File: src/rtl/vmm_pkg.sv
package vmm_pkg;
    localparam int ELEM_W  = 64;
    localparam int MAX_LEN = 64;
    localparam int LEN_W   = $clog2(MAX_LEN) + 1;
    localparam int IDX_W   = $clog2(MAX_LEN);

    typedef enum logic {
        ST_IDLE = 1'b0,
        ST_RUN  = 1'b1
    } seq_state_t;

    typedef enum logic {
        OP_MERGE = 1'b0,
        OP_TEST  = 1'b1
    } vop_t;

    typedef enum logic {
        COND_ZERO    = 1'b0,
        COND_NONZERO = 1'b1
    } vcond_t;
endpackage

File: src/rtl/vmm_seq.sv
module vmm_seq
    import vmm_pkg::*;
#(
    parameter int W     = ELEM_W,
    parameter int NMAX  = MAX_LEN,
    parameter int LW    = LEN_W,
    parameter int IW    = IDX_W
) (
    input  logic          clk,
    input  logic          rst_n,
    input  logic          start,
    input  logic          op_in,
    input  logic          cond_in,
    input  logic          scal_in,
    input  logic [LW-1:0] vlen_in,
    input  logic [NMAX-1:0] mask_in,
    input  logic [W-1:0]  scalar_in,
    input  logic          in_valid,
    output logic          accept,
    output logic [IW-1:0] elem_idx,
    output logic          elem_first,
    output logic          elem_last,
    output vop_t          op_q,
    output vcond_t        cond_q,
    output logic          scal_q,
    output logic [NMAX-1:0] mask_q,
    output logic [W-1:0]  scalar_q
);
    seq_state_t state, state_nx;
    logic [LW-1:0] len_q;
    logic [IW-1:0] idx_q;
    logic          launch;
    logic          last_hit;

    assign launch   = (state == ST_IDLE) && start && (vlen_in != '0);
    assign last_hit = ({1'b0, idx_q} == (len_q - LW'(1)));

    // next-state: T_LAUNCH, T_EMPTY, T_HOLD, T_FINISH
    always_comb begin
        state_nx = state;
        unique case (state)
            ST_IDLE: if (launch) state_nx = ST_RUN;
            ST_RUN:  if (in_valid && last_hit) state_nx = ST_IDLE;
            default: state_nx = ST_IDLE;
        endcase
    end

    always_ff @(posedge clk) begin
        if (!rst_n) state <= ST_IDLE;
        else        state <= state_nx;
    end

    always_ff @(posedge clk) begin
        if (!rst_n) begin
            len_q    <= '0;
            idx_q    <= '0;
            op_q     <= OP_MERGE;
            cond_q   <= COND_ZERO;
            scal_q   <= 1'b0;
            mask_q   <= '0;
            scalar_q <= '0;
        end else if (launch) begin
            len_q    <= vlen_in;
            idx_q    <= '0;
            op_q     <= vop_t'(op_in);
            cond_q   <= vcond_t'(cond_in);
            scal_q   <= scal_in;
            mask_q   <= mask_in;
            scalar_q <= scalar_in;
        end else if (accept) begin
            idx_q <= idx_q + IW'(1);
        end
    end

    // output process
    always_comb begin
        accept     = 1'b0;
        elem_idx   = idx_q;
        elem_first = 1'b0;
        elem_last  = 1'b0;
        unique case (state)
            ST_IDLE: accept = 1'b0;
            ST_RUN: begin
                accept     = in_valid;
                elem_first = (idx_q == '0);
                elem_last  = last_hit;
            end
            default: accept = 1'b0;
        endcase
    end

    AST_IDX_BELOW_LEN: assert property (@(posedge clk) disable iff (!rst_n)
        (state == ST_RUN) |-> ({1'b0, idx_q} < len_q));
    AST_EMPTY_STAYS_IDLE: assert property (@(posedge clk) disable iff (!rst_n)
        (state == ST_IDLE && start && vlen_in == '0) |=> (state == ST_IDLE));
    AST_START_IGNORED_RUN: assert property (@(posedge clk) disable iff (!rst_n)
        (state == ST_RUN && !accept) |=> ($stable(op_q) && $stable(len_q) && $stable(mask_q)));
endmodule

File: src/rtl/vmm_datapath.sv
module vmm_datapath
    import vmm_pkg::*;
#(
    parameter int W    = ELEM_W,
    parameter int NMAX = MAX_LEN,
    parameter int IW   = IDX_W
) (
    input  logic          clk,
    input  logic          rst_n,
    input  logic          accept,
    input  logic [IW-1:0] elem_idx,
    input  logic          elem_first,
    input  logic          elem_last,
    input  vop_t          op_q,
    input  vcond_t        cond_q,
    input  logic          scal_q,
    input  logic [NMAX-1:0] mask_q,
    input  logic [W-1:0]  scalar_q,
    input  logic [W-1:0]  in_a,
    input  logic [W-1:0]  in_b,
    output logic          out_valid,
    output logic [W-1:0]  out_data,
    output logic          out_done,
    output logic          wr_en,
    output logic [IW-1:0] wr_idx,
    output logic          wr_bit,
    output logic          wr_first
);
    localparam logic [IW-1:0] TOP_IDX = IW'(NMAX - 1);

    // stage 1: capture
    logic          s1_v, s1_first, s1_last, s1_mbit;
    vop_t          s1_op;
    vcond_t        s1_cond;
    logic [IW-1:0] s1_idx;
    logic [W-1:0]  s1_a, s1_b;
    // stage 2: compute
    logic          s2_v, s2_first, s2_last, s2_tbit;
    vop_t          s2_op;
    logic [IW-1:0] s2_idx;
    logic [W-1:0]  s2_res;

    always_ff @(posedge clk) begin
        if (!rst_n) begin
            s1_v <= 1'b0; s1_first <= 1'b0; s1_last <= 1'b0; s1_mbit <= 1'b0;
            s1_op <= OP_MERGE; s1_cond <= COND_ZERO; s1_idx <= '0;
            s1_a <= '0; s1_b <= '0;
        end else begin
            s1_v     <= accept;
            s1_first <= accept && elem_first;
            s1_last  <= accept && elem_last;
            s1_mbit  <= mask_q[TOP_IDX - elem_idx];
            s1_op    <= op_q;
            s1_cond  <= cond_q;
            s1_idx   <= elem_idx;
            s1_a     <= scal_q ? scalar_q : in_a;
            s1_b     <= in_b;
        end
    end

    logic [W-1:0] res_c;
    logic         tbit_c;
    always_comb begin
        unique case (s1_cond)
            COND_ZERO:    tbit_c = (s1_a == '0);
            COND_NONZERO: tbit_c = (s1_a != '0);
            default:      tbit_c = 1'b0;
        endcase
        unique case (s1_op)
            OP_MERGE: res_c = s1_mbit ? s1_a : s1_b;
            OP_TEST:  res_c = '0;
            default:  res_c = '0;
        endcase
    end

    always_ff @(posedge clk) begin
        if (!rst_n) begin
            s2_v <= 1'b0; s2_first <= 1'b0; s2_last <= 1'b0; s2_tbit <= 1'b0;
            s2_op <= OP_MERGE; s2_idx <= '0; s2_res <= '0;
        end else begin
            s2_v     <= s1_v;
            s2_first <= s1_first;
            s2_last  <= s1_last;
            s2_tbit  <= tbit_c;
            s2_op    <= s1_op;
            s2_idx   <= s1_idx;
            s2_res   <= res_c;
        end
    end

    // stage 3: output registers
    always_ff @(posedge clk) begin
        if (!rst_n) begin
            out_valid <= 1'b0;
            out_done  <= 1'b0;
            out_data  <= '0;
        end else begin
            out_valid <= s2_v;
            out_done  <= s2_v && s2_last;
            out_data  <= s2_res;
        end
    end

    assign wr_en    = s2_v && (s2_op == OP_TEST);
    assign wr_idx   = s2_idx;
    assign wr_bit   = s2_tbit;
    assign wr_first = s2_first;

    AST_DONE_WITH_VALID: assert property (@(posedge clk) disable iff (!rst_n)
        out_done |-> out_valid);
    AST_TEST_DATA_ZERO: assert property (@(posedge clk) disable iff (!rst_n)
        (s2_v && s2_op == OP_TEST) |=> (out_data == '0));
endmodule

File: src/rtl/vmm_mask_acc.sv
module vmm_mask_acc
    import vmm_pkg::*;
#(
    parameter int NMAX = MAX_LEN,
    parameter int IW   = IDX_W
) (
    input  logic          clk,
    input  logic          rst_n,
    input  logic          wr_en,
    input  logic [IW-1:0] wr_idx,
    input  logic          wr_bit,
    input  logic          wr_first,
    output logic [NMAX-1:0] mask_out
);
    localparam logic [IW-1:0] TOP_IDX = IW'(NMAX - 1);

    for (genvar g = 0; g < NMAX; g++) begin : g_bit
        logic hit;
        assign hit = (TOP_IDX - wr_idx) == IW'(g);
        always_ff @(posedge clk) begin
            if (!rst_n)                  mask_out[g] <= 1'b0;
            else if (wr_en && hit)       mask_out[g] <= wr_bit;
            else if (wr_en && wr_first)  mask_out[g] <= 1'b0;
        end
    end

    AST_FIRST_CLEARS_REST: assert property (@(posedge clk) disable iff (!rst_n)
        (wr_en && wr_first) |=> ($countones(mask_out) <= 1));
    AST_MASK_HOLDS_IDLE: assert property (@(posedge clk) disable iff (!rst_n)
        !wr_en |=> $stable(mask_out));
endmodule

File: src/rtl/vmask_merge_unit.sv
module vmask_merge_unit
    import vmm_pkg::*;
#(
    parameter int W    = ELEM_W,
    parameter int NMAX = MAX_LEN,
    parameter int LW   = LEN_W,
    parameter int IW   = IDX_W
) (
    input  logic            clk,
    input  logic            rst_n,
    input  logic            start,
    input  logic            op,
    input  logic            cond,
    input  logic            use_scalar,
    input  logic [LW-1:0]   vlen,
    input  logic [NMAX-1:0] mask_in,
    input  logic [W-1:0]    scalar_in,
    input  logic            in_valid,
    input  logic [W-1:0]    in_a,
    input  logic [W-1:0]    in_b,
    output logic            out_valid,
    output logic [W-1:0]    out_data,
    output logic            out_done,
    output logic [NMAX-1:0] mask_out
);
    logic            accept, elem_first, elem_last, scal_q;
    logic [IW-1:0]   elem_idx;
    vop_t            op_q;
    vcond_t          cond_q;
    logic [NMAX-1:0] mask_q;
    logic [W-1:0]    scalar_q;
    logic            wr_en, wr_bit, wr_first;
    logic [IW-1:0]   wr_idx;

    vmm_seq #(.W(W), .NMAX(NMAX), .LW(LW), .IW(IW)) u_seq (
        .clk(clk), .rst_n(rst_n), .start(start), .op_in(op), .cond_in(cond),
        .scal_in(use_scalar), .vlen_in(vlen), .mask_in(mask_in),
        .scalar_in(scalar_in), .in_valid(in_valid), .accept(accept),
        .elem_idx(elem_idx), .elem_first(elem_first), .elem_last(elem_last),
        .op_q(op_q), .cond_q(cond_q), .scal_q(scal_q), .mask_q(mask_q),
        .scalar_q(scalar_q)
    );

    vmm_datapath #(.W(W), .NMAX(NMAX), .IW(IW)) u_dp (
        .clk(clk), .rst_n(rst_n), .accept(accept), .elem_idx(elem_idx),
        .elem_first(elem_first), .elem_last(elem_last), .op_q(op_q),
        .cond_q(cond_q), .scal_q(scal_q), .mask_q(mask_q), .scalar_q(scalar_q),
        .in_a(in_a), .in_b(in_b), .out_valid(out_valid), .out_data(out_data),
        .out_done(out_done), .wr_en(wr_en), .wr_idx(wr_idx), .wr_bit(wr_bit),
        .wr_first(wr_first)
    );

    vmm_mask_acc #(.NMAX(NMAX), .IW(IW)) u_mask (
        .clk(clk), .rst_n(rst_n), .wr_en(wr_en), .wr_idx(wr_idx),
        .wr_bit(wr_bit), .wr_first(wr_first), .mask_out(mask_out)
    );

    AST_FIXED_LATENCY: assert property (@(posedge clk) disable iff (!rst_n)
        out_valid == $past(accept, 3));
    AST_IDLE_INPUT_DROPPED: assert property (@(posedge clk) disable iff (!rst_n)
        (in_valid && !accept) |-> ##3 (out_valid == 1'b0));
endmodule

File: config.mk
export PLATFORM = sky130hd
export DESIGN_NAME = vmask_merge_unit
export DESIGN_NICKNAME = d
export VERILOG_FILES = /design/src/rtl/vmm_pkg.sv /design/src/rtl/vmm_seq.sv /design/src/rtl/vmm_datapath.sv /design/src/rtl/vmm_mask_acc.sv /design/src/rtl/vmask_merge_unit.sv
export SDC_FILE = /design/constraint.sdc
export NUM_CORES = 1
export LEC_CHECK = 0
export ABC_AREA = 1
export BUFFER_PORTS_ARGS = -buffer_cell sky130_fd_sc_hd__buf_2
export CAP_MARGIN = 15
export CORE_MARGIN = 5
export CORE_UTILIZATION = 45
export CTS_CLUSTER_DIAMETER = 50
export CTS_CLUSTER_SIZE = 30
export DETAILED_ROUTE_END_ITERATION = 10
export PLACE_DENSITY = 0.68
export SETUP_SLACK_MARGIN = 0.02
export SLEW_MARGIN = 5
export SYNTH_ARGS = -nofsm -noshare
export SYNTH_HDL_FRONTEND = slang
export SYNTH_SLANG_ARGS = --single-unit
File: constraint.sdc
create_clock -name clk -period 3.9 [get_ports clk]
set_clock_uncertainty 0.1 [all_clocks]
set_input_delay 0.195 -clock clk [delete_from_list [all_inputs] [get_ports clk]]
set_output_delay 0.195 -clock clk [all_outputs]
set_load 0.02 [all_outputs]
---- Word-level counts from Yosys, hierarchy flattened ----
Index checks and enable logic that the tools add are counted.
word-level totals
  bits in registers ....................... 490
  input port bits ......................... 270
  word-level logic and storage cells ...... 383
cells by class
  add/subtract/negate cells ............... 4
  order comparisons ....................... 1
  eq/ne operators ......................... 64
  muxes and demuxes ....................... 77
  bitwise operators ....................... 4
  reduce and logical (&&, ||, !) cells .... 142
operators with widths
  operator             number
  $eq 6x6->1 const B   32
  $mux 64              2
  $pmux 64 s2          1
  $reduce_bool 2->1    64
  $eq 6x5->1 const B   16
  $logic_and 1x1->1    72
  $mux 1               70
  $logic_not 64->1     1
  $reduce_bool 64->1   1
  $eq 6x4->1 const B   8
  $eq 6x3->1 const B   4
  $eq 6x2->1 const B   2
  $logic_not 6->1      2
  $sub 6x6->6 const A  2
  $eq 6x7->1           1
  $lt 6x7->1 const B   1
  $reduce_bool 7->1    1
  $sub 7x1->7 const B  1
  $add 6x1->6 const B  1
  $bmux 1 s6           1
  $eq 6x1->1 const B   1
  $pmux 1 s2           3
  $not 1->1            4
  $reduce_or 2->1      1

---- Longest topological paths before layout ----
Gate-level depths: netlist of the first run.
  word-level depth ........................ 5
  gate-level depth with buffers ........... 13

---- Hierarchy ----
A second synthesis of the first run with hierarchy kept.
second synthesis, totals
  cells, all modules ...................... 2379
  area, all modules ....................... 18306.3 µm²
by module, submodules not included
  module        times used  cells each  area an instance (µm²)  seq. area each (µm²)
  vmm_datapath  1           1212        9585.4                  5625.4
  vmm_seq       1           700         5341.4                  2902.8
  vmm_mask_acc  1           467         3379.5                  1281.2

---- Worst setup path after synthesis of the first run ----
OpenSTA, ideal clock, no wires.
  path type ............................... register -> register
  start ................................... register u_seq.len_q[0]
  end ..................................... register u_seq.state
  arrival time ............................ 1.350 ns
  path slack .............................. 2.341 ns
  stages on the path, launching flop included .. 12
  buffers on the path ..................... 0
  clock period less this slack ............ 1.559 ns
  path through ............................ dfxtp_1 inv_1 ha_1 or2_2 nand2_1 nand2_1 nand2_1 nand3_1 nor2_1 nand3_1 nand2_1 inv_1
on the way
  cells in the longest elaborated chain, start to end .. 5
ends and longest elaborated chain
  element                 line           RTL
  from (decl)             vmm_seq.sv:30  logic [LW-1:0] len_q;
  from (signal assigned)  vmm_seq.sv:63  len_q <= vlen_in;
  $sub 7x1->7             vmm_seq.sv:36  assign last_hit = ({1'b0, idx_q} == (len_q - LW'(1)));
  $eq 6x7->1              vmm_seq.sv:36
  $logic_and 1x1->1       vmm_seq.sv:43  ST_RUN: if (in_valid && last_hit) state_nx = ST_IDLE;
  $mux 1                  vmm_seq.sv:43
  $pmux 1 s2              vmm_seq.sv:41  unique case (state)
  to (signal assigned)    vmm_seq.sv:50  else state <= state_nx;
  to (decl)               vmm_seq.sv:29  seq_state_t state, state_nx;
No other way between the ends.
A chain may end at the register's enable or synchronous reset.

---- Worst setup path in the final report of the first run ----
  start ................................... register u_seq.state
  end ..................................... register u_seq.mask_q[58]
on the way
  cells in the longest elaborated chain, start to end .. 3
ends and longest elaborated chain
  element                         line           RTL
  $not 1->1                       vmm_seq.sv:35  assign launch = (state == ST_IDLE) && start && (vlen_in != '0);
  $logic_and 1x1->1 (2 in a row)  vmm_seq.sv:35
  to (signal assigned)            vmm_seq.sv:68  mask_q <= mask_in;
  to (decl)                       vmm_seq.sv:26  output logic [NMAX-1:0] mask_q,
No other way between the ends.

==> results.toml, run 1 <==
[global_route]
grt_usage = 0.259
grt_pass1_vias = 17600
grt_pass1_wl_mm = 93.0
overflow = 0
grt_max_degree = 206
antenna_found_initial = 6

[critical_path]
critPathKind = "reg -> reg"
crit_chain = "buf_4 > nor3_1 > nor2_1 > dlygate4sd3_1"
cp.required_ns = 4.31
crit_slowest_cell = "buf_4"
slowest_delay_ns = 0.91
crit_fanout = 85
cp-start-kind = "register"
cp-end-kind = "register"
worst-endpoint-arrival_ns = 3.11
rrSetupSlack_ns = 1.20

[timing]
fin_crit_ns = 2.70
finalCritPeriodShare = 0.692
hold_viol = 0
fmax_ghz = 0.371
rsz0062_at_grt = "false"
hold_slack_ns = 0.235
setup_viol = 0
worst_slack_ns = 1.20
slew_violations = 0
tightest_slew_ns = 1.03
max_slew_margin = 0.316
setup_tns_ns = 0

[yosys]
syn_area_um2 = 18000
syn-num-nets = 2559
synth_cell_types = 32
synth.avg_cell_area_um2 = 7.88
synthCells = 2286
ys_seq_area_frac = 0.545
synth_seq_cells = 490
yosys_warnings = 0

[clock_network]
cts_buffers = 45
cts_buffer_depth = 3
cts_max_level = 2
root_buffer = "clkbuf_16"
clkTransAtPathRegs_ns = 0.08
insertion_delay_ns = 0.59
cts_tree = "done"
cts_num_sinks = 490

[route]
ant_nets = 0
drt_pass1_iterations = 6
wirelength_mm = 59.5
dr.first_iter.drc_count = 1553
viasPerCell = 5.16
routed-via-count = 17700
drc_errors = 0
wire_per_inst_um = 17.3

[power]
p_leak_uw = 0.0117
comb_power_share = 0.105
switching_share = 0.273
clockPowerShare = 0.416
p_int_uw = 8230
switchingPower_uw = 3090
p_per_area_nw_per_um2 = 461
p_seq_frac = 0.479
vdd_ir_drop_max_v = 0.000309

[floorplanning]
die_w_um = 210
start_util = 0.454
core_area_um2 = 39600
fp.dieH_um = 210
ios = 400
die_area_um2 = 44100
rows = 73

[flow_run]
drv_cap = 0

[placed_design]
post-place-ws_ns = 1.44
port_buffers = 399
place.gp.congestion = 0.874
dp_hpwl_mm = 35.9
placed_area_um2 = 20200

[final_layout]
final_area_um2 = 24500
final_nets = 3139
fill_cells = 3301
layout-drive-gt1-share = 0.189
area_growth_syn_to_layout_pct = 36.3

[status]
status = "completed"

[worst_hold_path]
hp-class = "in -> reg"
==> metal layers <==
metal | vias up | wire, µm | track usage
li1 | 8514 | - | -
met2 | 822 | 28400 | 0.436
met5 | - | 0 | 0
met4 | 0 | 2280 | 0.110
met3 | 165 | 4330 | 0.0444
met1 | 8209 | 24500 | 0.331
==> cell usage in the layout, fill, tap and decap left out, types with 16 or more instances in the layout <==
cell	count
nand4_1	19
o21ai_1	48
nor3_2	22
clkbuf_16	47
buf_4	16
nor3_1	236
a21oi_1	73
nand3_1	35
nand2_1	257
dfxtp_1	486
o21ai_0	225
nor2_1	341
dlygate4sd3_1	273
buf_2	398
a22oi_1	58
inv_1	278
==> timing repair <==
action	4_1_cts	5_1_grt
gates resized for setup	0	0
setup buffers	0	0
endpoints found under the hold margin	283	0
hold buffers	273	0
setup endpoints to repair	0	0
==> power groups by stage <==
stage	Combinational [µW]	Clock, µW	Sequential (µW)
after global placement	921	0	5530
after detailed placement	937	0	5540
final	1190	4710	5430
after CTS	1160	4780	5420
after global routing	1320	4980	5460
after floorplan	570	0	5520
==> registers in the layout (all words and copies together) (netlist names), 7 cells and up <==
signal,count
u_dp.out_data,64
u_dp.s1_a,64
u_dp.s1_b,64
u_dp.s2_res,64
u_mask.mask_out,64
u_seq.len_q,7
u_seq.mask_q,64
u_seq.scalar_q,64
==> layout make-up <==
cell class                 count  area, µm²  share of cell area
antenna                        6       15.0            0.000612
timing repair buffer         689       4880               0.199
inverter                     291       1090              0.0446
multi-input combinational   1349       6450               0.263
tap                          525        657              0.0268
clock inverter                34        422              0.0172
clock buffer                  50       1210              0.0492
sequential                   490       9820               0.400
==> path summary, 6_finish.rpt <==
kind / to / start / cells past startpoint
hold / removal: u_dp.s1_b[46]$_SDFF_PN0_ / in_b[46] / 4
setup / recovery: u_seq.mask_q[58]$_SDFFE_PN0P_ / u_seq.state$_SDFF_PN0_ / 4
hold reg to reg: u_dp.out_data[0]$_SDFF_PN0_ / u_dp.s2_res[0]$_SDFF_PP0_ / 2
setup reg to reg: u_seq.mask_q[58]$_SDFFE_PN0P_ / u_seq.state$_SDFF_PN0_ / 4
==> worst max-delay path: cells and delay by family, from the launching register on <==
family,cells,cell delay [ns]
and+or+nand+nor,2,0.26
DFF,1,0.77
buffers and inverters,2,1.46
==> stage by stage <==
stage,power [µW],util,cells
6_report,11300,0.619,3434
5_1_grt,11800,0.619,3434
4_1_cts,11400,0.619,3428
3_5_place_dp,6470,0.509,3071
3_3_place_gp,6450,0.509,3071
2_1_floorplan,6090,-,2286
==> synth_stat cells <==
cell type / n / area share
dfxtp_1: 490 / 0.54
nor2_1: 342 / 0.071
inv_1: 278 / 0.058
nand2_1: 257 / 0.054
nor3_1: 236 / 0.066
o21ai_0: 225 / 0.063
clkbuf_1: 110 / 0.023
a21oi_1: 73 / 0.020
a22oi_1: 58 / 0.024
o21ai_1: 48 / 0.013
nand3_1: 36 / 0.010
buf_2: 30 / 0.0083
nor3_2: 22 / 0.012
nand4_1: 19 / 0.0066
a211oi_1: 12 / 0.0050
inv_2: 12 / 0.0025
buf_1: 8 / 0.0017
buf_4: 4 / 0.0017
buf_6: 4 / 0.0025
nor3_4: 4 / 0.0036
ha_1: 3 / 0.0021
xnor2_1: 3 / 0.0015
xor2_1: 3 / 0.0015
a22oi_2: 1 / 0.00069
inv_4: 1 / 0.00035
nand2_2: 1 / 0.00035
nor2_4: 1 / 0.00063
nor3b_1: 1 / 0.00042
nor4_2: 1 / 0.00069
o211ai_1: 1 / 0.00042
o21ai_2: 1 / 0.00049
or2_2: 1 / 0.00035
==> kinds of logic after synthesis <==
family / synth area share
AOI/OAI and AO/OA: 0.127
xor gates and xnor gates: 0.00292
buffers and inverters: 0.0979
adders and majority gates: 0.00208
DFF: 0.545
and+or+nand+nor: 0.225
Power figures use the tool's default switching activity.
==> inputs of run 2 (changes only) <==
- ABC_AREA: 1 -> 0
- clock period: 3.9 -> 2.5 ns (I/O delays scaled with it)
==> results.toml, run 2 <==
[status]
status = "completed"

[yosys]
synth_cell_types = 41
yosys.area.top_type_share = 0.546
synth.top_cells.by_area = "dfxtp_1, mux2i_1, nand2_1, and2_1, a21boi_1"
yosys_warnings = 0
synth.avg_cell_area_um2 = 9.91
yosysMostFrequentCell = "dfxtp_1"
syn-num-nets = 2086
synth_common_cells = "dfxtp_1, nand2_1, and2_1, mux2i_1, a21boi_1"
syn_area_um2 = 18000
yosysTopAreaCell = "dfxtp_1"
ys_seq_area_frac = 0.546
synth_top_flop_cell = "dfxtp_1"
synth_enable_flop_cells = 0
synth_seq_cells = 490
async_flop_share = 0
synthCells = 1813

[clock_network]
cts_max_level = 2
cts_buffer_depth = 3
root_buffer = "clkbuf_16"
ctsHoldBuffers = 277
post_cts_buffers = 0
cts_buffers = 45
clkTransAtPathRegs_ns = 0.08
post_cts_resized = 0
insertion_delay_ns = 0.58
cts_num_sinks = 490
cts_tree = "done"

[route]
ant_nets = 0
wirelength_mm = 53.8
routed-via-count = 15100
dr.first_iter.drc_count = 939
wire_per_inst_um = 17.9
viasPerCell = 5.04
drt_pass1_iterations = 5
drc_errors = 0

[global_route]
grt_pass1_vias = 15600
antenna_found_initial = 5
overflow = 0
grt_max_degree = 205
grt_usage = 0.235
grt_pass1_wl_mm = 84.1

[floorplanning]
ios = 400
rows = 73
die_area_um2 = 44000
fp.dieH_um = 210
core_area_um2 = 39600
start_util = 0.453
die_w_um = 210

[placed_design]
placed_area_um2 = 20400
dp_hpwl_mm = 33.5
place.gp.congestion = 0.831
port_buffers = 399

[timing]
hold_viol = 0
slew_violations = 0
fmax_ghz = 0.434
tightest_slew_ns = 0.933
fin_crit_ns = 2.31
setup_tns_ns = 0
max_slew_margin = 0.372
rsz0062_at_grt = "false"
setup_viol = 0
finalCritPeriodShare = 0.923

[critical_path]
critPathTopFamily = "compound AO/OA/AOI/OAI gates"
cp-start-kind = "register"
critPathKind = "reg -> reg"
cp-end-kind = "register"
crit_chain = "buf_4 > xnor2_1 > nor3_1 > nand4b_1 > a2111oi_0 > and2_1"
worst-endpoint-arrival_ns = 2.72
crit_fanout = 14
cp.required_ns = 2.92
cp.depth = 6
crit_slowest_cell = "a2111oi_0"
slowest_delay_ns = 0.66
crit_buf_inv = 1
reg2reg_depth = 6

[final_layout]
layout_common_cells = "dfxtp_1, buf_2, nand2_1, dlygate4sd3_1, and2_1"
final_common_cell = "dfxtp_1"
fill_cells = 3136
area_growth_syn_to_layout_pct = 38.2
layout-drive-gt1-share = 0.218
final_area_um2 = 24800
final_nets = 2705

[power]
switching_share = 0.242
comb_power_share = 0.091
p_int_uw = 13300
switchingPower_uw = 4230
p_leak_uw = 0.0102
p_seq_frac = 0.475
p_total_uw = 17500
vdd_ir_drop_max_v = 0.000511
clockPowerShare = 0.433
p_per_area_nw_per_um2 = 704

[worst_hold_path]
hold_depth = 3
hp-class = "in -> reg"

[flow_run]
drv_cap = 0
## run 2: power groups by stage
stage	logic, µW	clock network [µW]	registers (µW)
2_1_floorplan	743	0	8460
3_3_place_gp	1210	0	8470
3_5_place_dp	1230	0	8480
4_1_cts	1570	7760	8300
5_1_grt	1740	8080	8340
6_report	1600	7580	8310
## run 2: cells by family after synthesis
kind of cell / count (synthesis) / share of synthesized area
AO/OA/AOI/OAI: 279 / 0.117
XOR/XNOR: 14 / 0.00682
adder cells (fa/ha/maj): 3 / 0.00209
buffers and inverters: 141 / 0.0357
flip-flops: 490 / 0.546
multiplexers: 147 / 0.0938
AND/OR/NAND/NOR: 739 / 0.198
## run 2: area by class of cell
class / instances / area (µm²) / share of cell area
diodes: 7 / 17.5 / 0.000706
clock buffers: 49 / 1190 / 0.0480
clock inverters: 34 / 478 / 0.0193
inverters: 8 / 30.0 / 0.00121
multi-input cells: 1182 / 7540 / 0.304
flip-flops and latches: 490 / 9820 / 0.395
well taps: 525 / 657 / 0.0265
repair buffers: 705 / 5100 / 0.205
## run 2: worst register-to-register path, delay by kind of cell (launching register included)
kind                      cells  cell delay, ns
buffers and inverters         1            0.33
xor gates and xnor gates      1            0.10
AOI/OAI and AO/OA             1            0.66
DFF                           1            0.55
and+or+nand+nor               3            0.51
## run 2: final timing paths
| check | startpoint | end | slack, ns |
|---|---|---|---|
| max | u_seq.elem_idx[1]$_SDFFE_PP0P_ | u_dp.s1_last$_SDFF_PN0_ | 0.19 |
| min | in_b[7] | u_dp.s1_b[7]$_SDFF_PN0_ | 0.19 |
| max reg2reg | u_seq.elem_idx[1]$_SDFFE_PP0P_ | u_dp.s1_last$_SDFF_PN0_ | 0.19 |
| min reg2reg | u_dp.s2_res[34]$_SDFF_PP0_ | u_dp.out_data[34]$_SDFF_PN0_ | 0.33 |
## run 2: layer usage
| layer | global-route usage | part of all wire | vias to the layer above |
|---|---|---|---|
| met4 | 0.108 | 0.042 | 0 |
| met1 | 0.300 | 0.42 | 7104 |
| met2 | 0.391 | 0.48 | 536 |
| met5 | 0 | 0 | - |
| met3 | 0.0413 | 0.053 | 146 |
| li1 | - | - | 7343 |
## run 2: through the flow
stage | instances | setup WS, ns | utilization | hold WS (ns)
2_1_floorplan | 1813 | 0.445 | - | 0.152
3_3_place_gp | 2633 | 0.264 | 0.514 | 0.236
3_5_place_dp | 2633 | 0.193 | 0.514 | 0.235
4_1_cts | 2993 | 0.199 | 0.626 | 0.147
5_1_grt | 2998 | 0.123 | 0.626 | 0.172
6_report | 3000 | 0.194 | 0.626 | 0.189
==> inputs of run 3 (changes only) <==
- CORE_ASPECT_RATIO: unset -> 0.5
==> results.toml, run 3 (synthesis results as in run 2) <==
[clock_network]
root_buffer = "clkbuf_16"
cts_buffer_depth = 3
cts_tree = "done"
clkTransAtPathRegs_ns = 0.10
cts_num_sinks = 490
cts_max_level = 1
cts_buffers = 30
insertion_delay_ns = 0.60

[final_layout]
layout_common_cells = "dfxtp_1, buf_2, dlygate4sd3_1, nand2_1, and2_1"
final_nets = 2719
area_growth_syn_to_layout_pct = 37.2
final_common_cell = "dfxtp_1"
fill_cells = 3062
layout-drive-gt1-share = 0.209

[timing]
worst_slack_ns = 0.162
fmax_ghz = 0.428
rsz0062_at_grt = "false"
fin_crit_ns = 2.34
tightest_slew_ns = 0.798
hold_viol = 0
finalCritPeriodShare = 0.935
slew_violations = 0
setup_viol = 0
setup_tns_ns = 0
max_slew_margin = 0.468

[critical_path]
crit_fanout = 50
cp-end-kind = "register"
cp.required_ns = 2.95
crit_slowest_cell = "dfxtp_1"
crit_chain = "or2_4 > buf_12 > nand2_1 > a21boi_0 > dlygate4sd3_1"
critPathKind = "reg -> reg"
cp-start-kind = "register"
worst-endpoint-arrival_ns = 2.79
slowest_delay_ns = 0.66

[power]
p_seq_frac = 0.523
p_leak_uw = 0.0101
switching_share = 0.265
switchingPower_uw = 4220
p_per_area_nw_per_um2 = 646
p_int_uw = 11700
vdd_ir_drop_max_v = 0.000692
comb_power_share = 0.104
clockPowerShare = 0.374

[route]
drt_pass1_iterations = 5
drc_errors = 0
viasPerCell = 5.10
dr.first_iter.drc_count = 1012
wire_per_inst_um = 18.3
ant_nets = 0
routed-via-count = 15300
wirelength_mm = 55.2

[floorplanning]
ios = 400
die_w_um = 293
core_area_um2 = 39200
fp.dieH_um = 151
rows = 51
start_util = 0.459
die_area_um2 = 44300

[global_route]
antenna_found_initial = 7
overflow = 0
grt_pass1_vias = 15700
grt_max_degree = 139
grt_usage = 0.238
grt_pass1_wl_mm = 84.3

[worst_hold_path]
hp-class = "in -> reg"

[placed_design]
port_buffers = 399
post-place-ws_ns = 0.299
dp_hpwl_mm = 34.4
place.gp.congestion = 0.832

[status]
status = "completed"

[flow_run]
drv_cap = 0
[run 3: cell types whose count changed in the layout (fill, tap and decap cells not counted), sizes merged]
cell,previous run,this run
clkbuf,49,31
bufinv,6,1
inv,23,21
buf,428,433
nor2,89,90
clkinvlp,1,3
dlygate4sd3,277,300
clkinv,12,8
[run 3: stage by stage]
stage | util | hold slack, ns | area [µm²] | power (µW) | instances
finish | 0.629 | 0.170 | 24600 | 15900 | 3007
global route | 0.629 | 0.149 | 24600 | 16500 | 3007
CTS | 0.628 | 0.131 | 24600 | 16000 | 2998
detailed placement | 0.521 | 0.235 | 20400 | 9730 | 2642
global placement | 0.521 | 0.231 | 20400 | 9710 | 2642
floorplan | - | 0.152 | 18000 | 9200 | 1813
[run 3: power groups by stage]
| stage | Sequential [µW] | Clock (µW) | Combinational [µW] |
|---|---|---|---|
| after floorplan | 8460 | 0 | 743 |
| after global placement | 8490 | 0 | 1220 |
| after detailed placement | 8500 | 0 | 1230 |
| after CTS | 8320 | 6040 | 1610 |
| after global routing | 8360 | 6400 | 1790 |
| final | 8320 | 5950 | 1650 |
[run 3: worst max-delay path: cells and delay by family, from the launching register on]
| kind | cells | cell delay (ns) |
|---|---|---|
| flip-flops | 1 | 0.66 |
| buffers and inverters | 2 | 0.84 |
| AND/OR/NAND/NOR | 2 | 0.47 |
| AO/OA/AOI/OAI | 1 | 0.21 |
[run 3: path summary, 6_finish.rpt]
kind	from	endpoint	slack, ns	cells past startpoint
setup reg to reg	u_seq.state$_SDFF_PN0_	u_seq.mask_q[0]$_SDFFE_PN0P_	0.16	5
hold / removal	in_b[42]	u_dp.s1_b[42]$_SDFF_PN0_	0.17	3
setup / recovery	u_seq.state$_SDFF_PN0_	u_seq.mask_q[0]$_SDFFE_PN0P_	0.16	5
hold reg to reg	u_dp.s2_res[1]$_SDFF_PP0_	u_dp.out_data[1]$_SDFF_PN0_	0.32	1
[run 3: per-layer routing]
| layer | vias up | global-route usage | routed length [µm] |
|---|---|---|---|
| li1 | 7357 | - | - |
| met1 | 7246 | 0.287 | 22000 |
| met2 | 539 | 0.413 | 27400 |
| met3 | 199 | 0.0359 | 2520 |
| met4 | 0 | 0.134 | 3260 |
| met5 | - | 0 | 0 |
[run 3: repair_timing]
item,4_1_cts,5_1_grt
hold buffers,300,0
setup buffers,0,1
endpoints found under the hold margin,330,0
endpoints found under the setup margin,0,15
gates resized for setup,0,1
[run 3: cell type report]
type	count	area, µm²	area share
multi-input combinational	1183	7550	0.306
tap	530	663	0.0269
inverter	8	30.0	0.00122
antenna	7	17.5	0.000711
timing repair buffer	733	5390	0.219
clock buffer	31	776	0.0315
clock inverter	25	405	0.0164
sequential	490	9820	0.398
